**src/rtl/tgt_pkg.sv**
```systemverilog
`timescale 1ns/1ps
package tgt_pkg;
  localparam int ADDR_W = 32;
  localparam int LANES  = ADDR_W / 8;
  localparam int SIZE_W = $clog2(ADDR_W);
  localparam int STEP   = LANES;

  localparam logic [LANES-1:0] CMD_MEM_RD = 4'b0110;
  localparam logic [LANES-1:0] CMD_MEM_WR = 4'b0111;

  typedef enum logic [1:0] {PH_IDLE, PH_TURN, PH_DATA} phase_t;

  // address lies in the power-of-two window starting at base
  function automatic logic region_hit(input logic [ADDR_W-1:0] a,
                                      input logic [ADDR_W-1:0] base,
                                      input logic [SIZE_W-1:0] sz);
    return (a >> sz) == (base >> sz);
  endfunction

  // next dword would leave the window
  function automatic logic region_last(input logic [ADDR_W-1:0] a,
                                       input logic [SIZE_W-1:0] sz);
    logic [ADDR_W-1:0] nx;
    nx = a + ADDR_W'(STEP);
    return (nx >> sz) != (a >> sz);
  endfunction

  function automatic logic [ADDR_W-1:0] dword_align(input logic [ADDR_W-1:0] a);
    return a & ~ADDR_W'(STEP - 1);
  endfunction
endpackage

```
**src/rtl/tgt_claim_dec.sv**
```systemverilog
`timescale 1ns/1ps
module tgt_claim_dec import tgt_pkg::*; (
  input  logic              clk,
  input  logic              rst_n,
  input  logic              idle,
  input  logic              frame_n,
  input  logic [LANES-1:0]  cbe_n,
  input  logic [ADDR_W-1:0] ad_in,
  input  logic [ADDR_W-1:0] base,
  input  logic [SIZE_W-1:0] size,
  output logic              claim,
  output logic              claim_rd
);
  logic frame_q;
  logic start, cmd_rd, cmd_wr;

  always_ff @(posedge clk or negedge rst_n) begin
    if (!rst_n) frame_q <= 1'b1;
    else        frame_q <= frame_n;
  end

  assign start    = idle && frame_q && !frame_n;
  assign cmd_rd   = (cbe_n == CMD_MEM_RD);
  assign cmd_wr   = (cbe_n == CMD_MEM_WR);
  assign claim    = start && (cmd_rd || cmd_wr) && region_hit(ad_in, base, size);
  assign claim_rd = cmd_rd;
endmodule

```
**src/rtl/tgt_burst_ctr.sv**
```systemverilog
`timescale 1ns/1ps
module tgt_burst_ctr import tgt_pkg::*; (
  input  logic              clk,
  input  logic              rst_n,
  input  logic              load,
  input  logic [ADDR_W-1:0] load_addr,
  input  logic              step,
  output logic [ADDR_W-1:0] cur_addr,
  output logic [ADDR_W-1:0] nxt_addr
);
  always_comb begin
    if (load)      nxt_addr = dword_align(load_addr);
    else if (step) nxt_addr = cur_addr + ADDR_W'(STEP);
    else           nxt_addr = cur_addr;
  end

  always_ff @(posedge clk or negedge rst_n) begin
    if (!rst_n) cur_addr <= '0;
    else        cur_addr <= nxt_addr;
  end
endmodule

```
**src/rtl/tgt_phase_fsm.sv**
```systemverilog
`timescale 1ns/1ps
module tgt_phase_fsm import tgt_pkg::*; (
  input  logic              clk,
  input  logic              rst_n,
  input  logic              claim,
  input  logic              claim_rd,
  input  logic              frame_n,
  input  logic              irdy_n,
  input  logic              be_wait,
  input  logic              be_rd_valid,
  input  logic [ADDR_W-1:0] be_rd_data,
  input  logic [ADDR_W-1:0] nxt_addr,
  input  logic [SIZE_W-1:0] size,
  output logic              idle,
  output logic              xfer,
  output logic              finish,
  output logic              need_word,
  output logic              rd_mode,
  output logic              devsel_n,
  output logic              trdy_n,
  output logic              stop_n,
  output logic              ctl_oe,
  output logic              ad_oe,
  output logic [ADDR_W-1:0] ad_out
);
  phase_t ph;
  logic   hold, after_stop, more, rd_load, trdy_go, stop_go;

  assign idle       = (ph == PH_IDLE);
  assign xfer       = (ph == PH_DATA) && !irdy_n && !trdy_n;
  assign hold       = (ph == PH_DATA) && !trdy_n && irdy_n;
  assign after_stop = (ph == PH_DATA) && !stop_n && trdy_n;
  assign finish     = frame_n && (xfer || after_stop);
  assign more       = (ph == PH_DATA) && !finish && stop_n && (trdy_n || xfer);
  assign need_word  = (ph == PH_TURN) || (more && rd_mode);
  assign rd_load    = need_word && be_rd_valid && !be_wait;

  always_comb begin
    trdy_go = 1'b0;
    case (ph)
      PH_IDLE: trdy_go = claim && !claim_rd && !be_wait;
      PH_TURN: trdy_go = rd_load;
      PH_DATA: trdy_go = hold || (rd_mode ? rd_load : (more && !be_wait));
      default: trdy_go = 1'b0;
    endcase
  end

  assign stop_go = (!idle && !stop_n && !finish) ||
                   (trdy_go && region_last(nxt_addr, size));

  always_ff @(posedge clk or negedge rst_n) begin
    if (!rst_n) begin
      ph       <= PH_IDLE;
      rd_mode  <= 1'b0;
      devsel_n <= 1'b1;
      trdy_n   <= 1'b1;
      stop_n   <= 1'b1;
      ctl_oe   <= 1'b0;
      ad_oe    <= 1'b0;
      ad_out   <= '0;
    end else begin
      trdy_n <= !trdy_go;
      stop_n <= !stop_go;
      if (rd_load) ad_out <= be_rd_data;
      case (ph)
        PH_IDLE: if (claim) begin
          ph       <= claim_rd ? PH_TURN : PH_DATA;
          rd_mode  <= claim_rd;
          devsel_n <= 1'b0;
          ctl_oe   <= 1'b1;
        end
        PH_TURN: begin
          ph    <= PH_DATA;
          ad_oe <= 1'b1;
        end
        PH_DATA: if (finish) begin
          ph       <= PH_IDLE;
          rd_mode  <= 1'b0;
          devsel_n <= 1'b1;
          ctl_oe   <= 1'b0;
          ad_oe    <= 1'b0;
        end
        default: ph <= PH_IDLE;
      endcase
    end
  end

  // target ready only under device select
  a_r3_trdy_needs_devsel: assert property (@(posedge clk) disable iff (!rst_n)
    !trdy_n |-> !devsel_n);
  // read claim is followed by a turnaround clock
  a_r4_read_turnaround: assert property (@(posedge clk) disable iff (!rst_n)
    (idle && claim && claim_rd) |=> (trdy_n && !ad_oe && !devsel_n));
  // target ready held until the master is ready too
  a_r6_trdy_held: assert property (@(posedge clk) disable iff (!rst_n)
    (!trdy_n && irdy_n) |=> !trdy_n);
  // everything released the clock after the end
  a_r9_release: assert property (@(posedge clk) disable iff (!rst_n)
    finish |=> (devsel_n && trdy_n && stop_n && !ctl_oe && !ad_oe));
  // stop held while frame still low
  a_r10_stop_held: assert property (@(posedge clk) disable iff (!rst_n)
    (!stop_n && !frame_n) |=> !stop_n);
  // data drivers only inside a claimed transaction
  a_r11_ad_oe_claimed: assert property (@(posedge clk) disable iff (!rst_n)
    ad_oe |-> (ctl_oe && !devsel_n));
endmodule

```
**src/rtl/burst_tgt_ctl.sv**
```systemverilog
`timescale 1ns/1ps
module burst_tgt_ctl import tgt_pkg::*; (
  input  logic              clk,
  input  logic              rst_n,
  input  logic              frame_n,
  input  logic              irdy_n,
  input  logic [LANES-1:0]  cbe_n,
  input  logic [ADDR_W-1:0] ad_in,
  input  logic [ADDR_W-1:0] cfg_base,
  input  logic [SIZE_W-1:0] cfg_size,
  output logic              devsel_n,
  output logic              trdy_n,
  output logic              stop_n,
  output logic              ctl_oe,
  output logic [ADDR_W-1:0] ad_out,
  output logic              ad_oe,
  output logic [ADDR_W-1:0] be_addr,
  output logic              be_rd_req,
  input  logic              be_rd_valid,
  input  logic [ADDR_W-1:0] be_rd_data,
  output logic              be_wr_strobe,
  output logic [ADDR_W-1:0] be_wr_data,
  output logic [LANES-1:0]  be_byte_en,
  input  logic              be_wait
);
  logic              claim, claim_rd, idle, xfer, finish, need_word, rd_mode;
  logic [ADDR_W-1:0] cur_addr, nxt_addr;

  tgt_claim_dec u_dec (
    .clk(clk), .rst_n(rst_n), .idle(idle), .frame_n(frame_n), .cbe_n(cbe_n),
    .ad_in(ad_in), .base(cfg_base), .size(cfg_size),
    .claim(claim), .claim_rd(claim_rd));

  tgt_burst_ctr u_ctr (
    .clk(clk), .rst_n(rst_n), .load(claim), .load_addr(ad_in), .step(xfer),
    .cur_addr(cur_addr), .nxt_addr(nxt_addr));

  tgt_phase_fsm u_fsm (
    .clk(clk), .rst_n(rst_n), .claim(claim), .claim_rd(claim_rd),
    .frame_n(frame_n), .irdy_n(irdy_n), .be_wait(be_wait),
    .be_rd_valid(be_rd_valid), .be_rd_data(be_rd_data), .nxt_addr(nxt_addr),
    .size(cfg_size), .idle(idle), .xfer(xfer), .finish(finish),
    .need_word(need_word), .rd_mode(rd_mode), .devsel_n(devsel_n),
    .trdy_n(trdy_n), .stop_n(stop_n), .ctl_oe(ctl_oe), .ad_oe(ad_oe),
    .ad_out(ad_out));

  assign be_addr      = need_word ? nxt_addr : cur_addr;
  assign be_rd_req    = need_word;
  assign be_wr_strobe = xfer && !rd_mode;
  assign be_wr_data   = ad_in;
  assign be_byte_en   = ~cbe_n;

  // a write strobe only on a completed handshake
  a_r5_strobe_on_transfer: assert property (@(posedge clk) disable iff (!rst_n)
    be_wr_strobe |-> (!irdy_n && !trdy_n && !devsel_n));
  // the phase address moves only across a transfer
  a_r8_addr_steady: assert property (@(posedge clk) disable iff (!rst_n)
    (!idle && !xfer && !finish) |=> $stable(cur_addr));
endmodule

```
**config.mk**
```make
export PLATFORM = sky130hd
export DESIGN_NAME = burst_tgt_ctl
export DESIGN_NICKNAME = d
export VERILOG_FILES = /design/src/rtl/tgt_pkg.sv /design/src/rtl/tgt_claim_dec.sv /design/src/rtl/tgt_burst_ctr.sv /design/src/rtl/tgt_phase_fsm.sv /design/src/rtl/burst_tgt_ctl.sv
export SDC_FILE = /design/constraint.sdc
export NUM_CORES = 1
export LEC_CHECK = 0
export CORE_ASPECT_RATIO = 1.2
export CORE_MARGIN = 8
export CORE_UTILIZATION = 55
export CTS_CLUSTER_DIAMETER = 60
export DETAILED_ROUTE_END_ITERATION = 6
export MAX_ROUTING_LAYER = met4
export PLACE_DENSITY_LB_ADDON = 0.2
export SKIP_CTS_REPAIR_TIMING = 1
export SKIP_LAST_GASP = 1
export SLEW_MARGIN = 20
export SYNTH_ARGS = -nofsm -noshare
export SYNTH_HDL_FRONTEND = slang
export SYNTH_SLANG_ARGS = --single-unit
```
**constraint.sdc**
```tcl
create_clock -name clk -period 15.4 [get_ports clk]
set_clock_uncertainty 0.1 [all_clocks]
set_input_delay 3.08 -clock clk [delete_from_list [all_inputs] [get_ports clk]]
set_output_delay 3.08 -clock clk [all_outputs]
set_load 0.05 [all_outputs]
```
==> results of run 1 <==
critical path: stages:
cell and delay, ns:
buf_4 0.51, inv_2 0.57, mux2i_1 0.28, o32ai_1 0.67, o2111a_1 0.37, a2111oi_0 0.11, nor4_1 0.95, nand3_2 0.70
buf_4 0.50, mux2i_1 0.24, o21ai_0 0.24, clkdlybuf4s50_1 0.84
synthesized netlist by cell type, drive strengths merged (11+ instances only):
| library cell | n | area [µm²] |
|---|---|---|
| nand2b | 14 | 87.6 |
| clkbuf | 86 | 324 |
| o2111ai | 14 | 123 |
| xor2 | 68 | 596 |
| a21oi | 38 | 190 |
| buf | 71 | 450 |
| nand4 | 21 | 146 |
| nand2 | 116 | 438 |
| and2 | 13 | 81.3 |
| mux2i | 70 | 701 |
| o22ai | 38 | 238 |
| a31oi | 14 | 87.6 |
| mux4 | 63 | 1430 |
| a21o | 11 | 82.6 |
| dfrtp | 69 | 1730 |
| nor4 | 23 | 150 |
| o211ai | 13 | 97.6 |
| nand3 | 42 | 210 |
| or4 | 11 | 86.3 |
| o31ai | 14 | 110 |
| a211oi | 14 | 105 |
| nor3 | 35 | 186 |
| xnor2 | 77 | 674 |
| nor2 | 137 | 514 |
| mux2 | 94 | 1060 |
| o21ai | 49 | 245 |
| and3 | 13 | 81.3 |
| inv | 43 | 161 |
kinds of logic after synthesis:
kind of cell / synth area share [%]
AND/OR/NAND/NOR: 19.8
XOR/XNOR: 10.6
flip-flops: 15.2
buffers and inverters: 7.82
multiplexers: 26.6
AO/OA/AOI/OAI: 19.7
adder cells (fa/ha/maj): 0.208
metal layers:
metal / vias to the layer above / track usage (%)
met1: 6255 / 46.6
met4: 0 / 21.2
met5: - / -
met3: 188 / 5.84
met2: 988 / 59.9
li1: 5630 / -
layout make-up:
class                   count  area [µm²]
clock buffers               9         225
inverters                  44         165
multi-input cells        1174        9260
repair buffers            240        2320
well taps                 274         343
clock inverters             7        82.6
flip-flops and latches     73        1830
fillers                  1843        7320
worst max path at each step:
stage,cells after the start,start,to
2_1_floorplan,14,cfg_size[0],be_addr[20]
3_3_place_gp,12,cfg_size[0],be_addr[18]
3_5_place_dp,12,cfg_size[0],be_addr[19]
4_1_cts,12,cfg_size[0],be_addr[26]
5_1_grt,12,cfg_size[0],be_addr[26]
6_report,12,cfg_size[0],be_addr[26]
stage by stage:
step	power (W)	hold WS [ns]	instance area (µm²)	setup WS, ns	instances
after floorplan	0.000370	0.373	12000	4.67	1448
after global placement	0.000458	0.348	13900	3.58	1805
after detailed placement	0.000459	0.365	13900	3.41	1805
after CTS	0.000684	0.375	14200	3.37	1821
after global routing	0.000712	0.385	14200	2.85	1821
final	0.000689	0.372	14200	3.06	1821
sequential cells by signal (all words and copies together) (netlist names):
name	flops
u_ctr.cur_addr	32
u_dec.frame_q	1
u_fsm.ad_oe	1
u_fsm.ad_out	32
u_fsm.ctl_oe	1
u_fsm.devsel_n	1
u_fsm.ph	2
u_fsm.rd_mode	1
u_fsm.stop_n	1
u_fsm.trdy_n	1
power by group through the flow:
stage | registers (W) | logic [W] | clock network [W]
2_1_floorplan | 0.000198 | 0.000172 | 0
3_3_place_gp | 0.000199 | 0.000259 | 0
3_5_place_dp | 0.000199 | 0.000260 | 0
4_1_cts | 0.000195 | 0.000262 | 0.000227
5_1_grt | 0.000196 | 0.000281 | 0.000235
6_report | 0.000195 | 0.000269 | 0.000225
==> impl_metrics.toml, run 1 <==
[yosys]
synth_cell_types = 94
synth_area_per_cell_um2 = 8.30
ys_seq_elements = 73
ys.warnings.count = 0
netlist_instances = 1448
ys.flop_type = "dfrtp_1"
synth_area_um2 = 12000
ys_async_sr_fraction_pct = 100
synth_edf_count = 0
yosysSeqAreaShare_pct = 15.2
syn_nets = 1561

[final_layout]
final_cell_mix = "clkdlybuf4s50_1 (212), nor2_1 (137), nand2_1 (115)"
syn_to_final_growth_pct = 18.5
diodes = 0
layout.cells.most_common = "clkdlybuf4s50_1"
drive_gt1_share_pct = 15.1
fin_util_pct = 66.0
final_nets = 1655

[placement]
port_buffers = 217
dp_hpwl_mm = 38.9
gp_congestion = 1.03

[die]
start_util_pct = 55.7
rows = 59
die_h_um = 178
fp.coreArea_um2 = 21600
io_pins = 218
die-area_um2 = 26800
die-width_um = 151

[route]
top_layer = "met4"
wl_per_cell_um = 28.0
first_pass_iters = 6
wl_met2_mm = 23.8
drtIter0Drc = 1592
met1Wirelength_mm = 19.0
route.detailed.drc = 0
vias = 13061
wirelength_mm = 51.0
wl_met3_mm = 5.28
via_per_inst = 7.17
ant_nets = 0

[setup_path]
r2r-end = "u_fsm.stop_n$_DFF_PN1_"
worst-r2r-cell-count = 18
crit_type = "in -> out"
cp.required_ns = 12.22
cp-start-kind = "input port"
r2r_start = "u_fsm.ph[0]$_DFFE_PN0P_"
cp_max_fo = 47
cp.arrival_ns = 9.16
regToRegSetupSlack_ns = 7.06
worstSetupEndpointType = "primary output"

[global_route]
grt_pass1_wl_mm = 76.9
grt_use_total_pct = 38.3
grt_max_degree = 74
antenna_found_initial = 0
grt-ovfl-total = 0
grt_pass1_vias = 12855

[cts]
clockRootBuffer = "clkbuf_16"
clk_path_buf_depth = 2
htreeDepth = 3
cts_made_buffers = 9
clk_latency_ns = 0.35
clk_pin_slew_worst_paths_ns = 0.07
cts_tree = "built"
cts_sinks = 73

[timing]
maxSlewViolCount = 0
clock.fmax_mhz = 81.0
fin_tns_setup_ns = 0
final.min_clock_period_ns = 12.34
slew_headroom_pct = 18.0
worstMarginPinSlew_ns = 1.21
hold_viol = 0
finalSetupViolCount = 0
post-route-period-util_pct = 80.1
rsz0062_at_grt = "false"

[power]
seqPwrFrac_pct = 28.4
clockPowerShare_pct = 32.6
peakVddDrop_mv = 0.0730
power.share.switching_pct = 37.8
power.switching_w = 0.000261
power_frac_comb_pct = 39.0
intPower_w = 0.000429
power_leakage_nw = 5.63
power_density_nw_per_um2 = 48.4

[run_status]
status = "complete, no violations"

[min_path]
holdCritPathClass = "reg -> reg"
hp-start = "u_fsm.devsel_n$_DFFE_PN1P_"
hold_path_end = "u_fsm.devsel_n$_DFFE_PN1P_"
hold_depth = 2

[run]
drv_cap = 0
(Power assumes the default switching activity.)
==> run 2: changes to the inputs <==
Clock period 15.4 ns to 12 ns, I/O delays scaled along.
==> run 2 against run 1 <==
  * Final area is 0.37% higher
  * Clock power up 32%
  * The flow now finishes with violations (DRC)
  * Register-to-register slack got worse by 2.4 ns
  * Via count grew 1.5%
  * Global-route usage grew 1.3 points
  * Sequential cell count stayed put
  * Sequential share of layout area barely moved
  * Die area unchanged
  * Critical endpoint is now u_fsm.stop_n$_DFF_PN1_
==> impl_metrics.toml, run 2 (synthesis results as in run 1) <==
[placement]
gp_congestion = 1.10
dp.cells = 1811
post_dp_cell_area_um2 = 14000
dp_hpwl_mm = 40.1
port_buffers = 217

[final_layout]
top_regs = "u_ctr.cur_addr: 32 flops, u_fsm.ad_out: 32 flops, u_fsm.ph: 2 flops"
stdcell_area_um2 = 14300
n_fill_cell = 1763
fin_cells = 1827
final_cell_mix = "clkdlybuf4s50_1 (212), nor2_1 (137), nand2_1 (115)"
fin_util_pct = 66.3
drive_gt1_share_pct = 15.4
layout.cells.most_common = "clkdlybuf4s50_1"
final_nets = 1661
syn_to_final_growth_pct = 18.9
diodes = 0

[power]
peakVddDrop_mv = 0.0638
power_density_nw_per_um2 = 62.8
finalPower_w = 0.000898
power_leakage_nw = 5.66

[timing]
post-route-period-util_pct = 85.0
maxSlewViolCount = 0
clock.fmax_mhz = 98.0
rsz0062_at_grt = "false"
hold_viol = 0
slew_headroom_pct = 26.1
worstMarginPinSlew_ns = 1.09
finalSetupViolCount = 0
final.min_clock_period_ns = 10.20
fin_tns_setup_ns = 0

[cts]
clk_path_buf_depth = 2
htreeDepth = 3
cts_tree = "built"
clk_pin_slew_worst_paths_ns = 0.07
cts_sinks = 73
clockRootBuffer = "clkbuf_16"
cts_made_buffers = 9
clk_latency_ns = 0.35

[route]
via_per_inst = 7.26
vias = 13263
route.detailed.drc = 4
ant_nets = 0
wl_per_cell_um = 28.7
first_pass_iters = 7
wirelength_mm = 52.4
drtIter0Drc = 1690

[die]
rows = 59
die-width_um = 151
die-area_um2 = 26800
start_util_pct = 55.7
io_pins = 218
fp.coreArea_um2 = 21600
die_h_um = 178

[run_status]
status = "finished, violations left"
violations = "DRC"

[setup_path]
cp-start-kind = "input port"
cp.arrival_ns = 10.37
crit_type = "in -> reg"
cp.required_ns = 12.16
worstSetupEndpointType = "flip-flop"
r2r_start = "u_fsm.ph[0]$_DFFE_PN0P_"
regToRegSetupSlack_ns = 4.70
cp_max_fo = 43
timing.critical_path.from = "cfg_size[1]"

[global_route]
grt_pass1_wl_mm = 78.9
grt-ovfl-total = 0
antenna_found_initial = 0
grt_use_total_pct = 39.6
grt_pass1_vias = 12996
grt_max_degree = 74

[run]
drv_cap = 0

[min_path]
holdCritPathClass = "reg -> reg"
hp-start = "u_fsm.devsel_n$_DFFE_PN1P_"
[run 2: worst max-delay path, cell delays in order]
cell       delay [ns]
buf_2            0.66
nand2_1          0.56
o22ai_1          0.33
o21ai_0          0.18
o32ai_1          0.43
a2111oi_0        0.20
or4_1            0.74
nor3_4           0.24
o21a_1           0.28
ha_1             0.42
nand4_1          0.33
nor3_1           0.66
nand3_1          0.25
inv_1            0.16
nand2_1          0.08
xor2_1           0.16
mux2i_1          0.37
mux2i_1          0.13
mux2i_1          0.24
o221ai_1         0.17
or4_1            0.56
a2111oi_2        0.39
nand4_1          0.16
o31ai_2          0.20
[run 2: cell type report]
type	count	area, µm²	share of cell area (%)
Multi-Input combinational cell	1174	9270	64.9
Timing Repair Buffer	246	2370	16.6
Sequential cell	73	1830	12.8
Tap cell	274	343	2.40
Clock buffer	9	225	1.58
Inverter	44	165	1.16
Clock inverter	7	82.6	0.578
[run 2: routing by layer]
| metal | vias to the layer above | global-route usage [%] | routed length [µm] |
|---|---|---|---|
| met2 | 1069 | 60.8 | 23500 |
| met4 | 0 | 26.0 | 3990 |
| li1 | 5625 | - | - |
| met1 | 6307 | 47.6 | 19400 |
| met3 | 262 | 5.92 | 5490 |
| met5 | - | - | 0 |
[run 2: where the power goes]
| group | internal (W) | switching, W |
|---|---|---|
| registers | 0.000248 | 0.00000314 |
| clock network | 0.000165 | 0.000130 |
| logic | 0.000137 | 0.000214 |
| total | 0.000550 | 0.000347 |
[run 2: worst paths after layout]
kind	end	depth (start not counted)
worst max-delay path	u_fsm.stop_n$_DFF_PN1_	24
worst min-delay path	u_fsm.devsel_n$_DFFE_PN1P_	2
worst max register to register	u_fsm.stop_n$_DFF_PN1_	20
worst min register to register	u_fsm.devsel_n$_DFFE_PN1P_	2
max in group asynchronous	u_ctr.cur_addr[0]$_DFF_PN0_	1
min in group asynchronous	u_ctr.cur_addr[6]$_DFF_PN0_	1
[run 2: per-stage QoR]
stage | setup WS, ns | hold WS, ns
finish | 1.80 | 0.367
global route | 1.27 | 0.395
CTS | 2.04 | 0.367
detailed placement | 1.76 | 0.355
global placement | 1.94 | 0.351
floorplan | 2.63 | 0.373
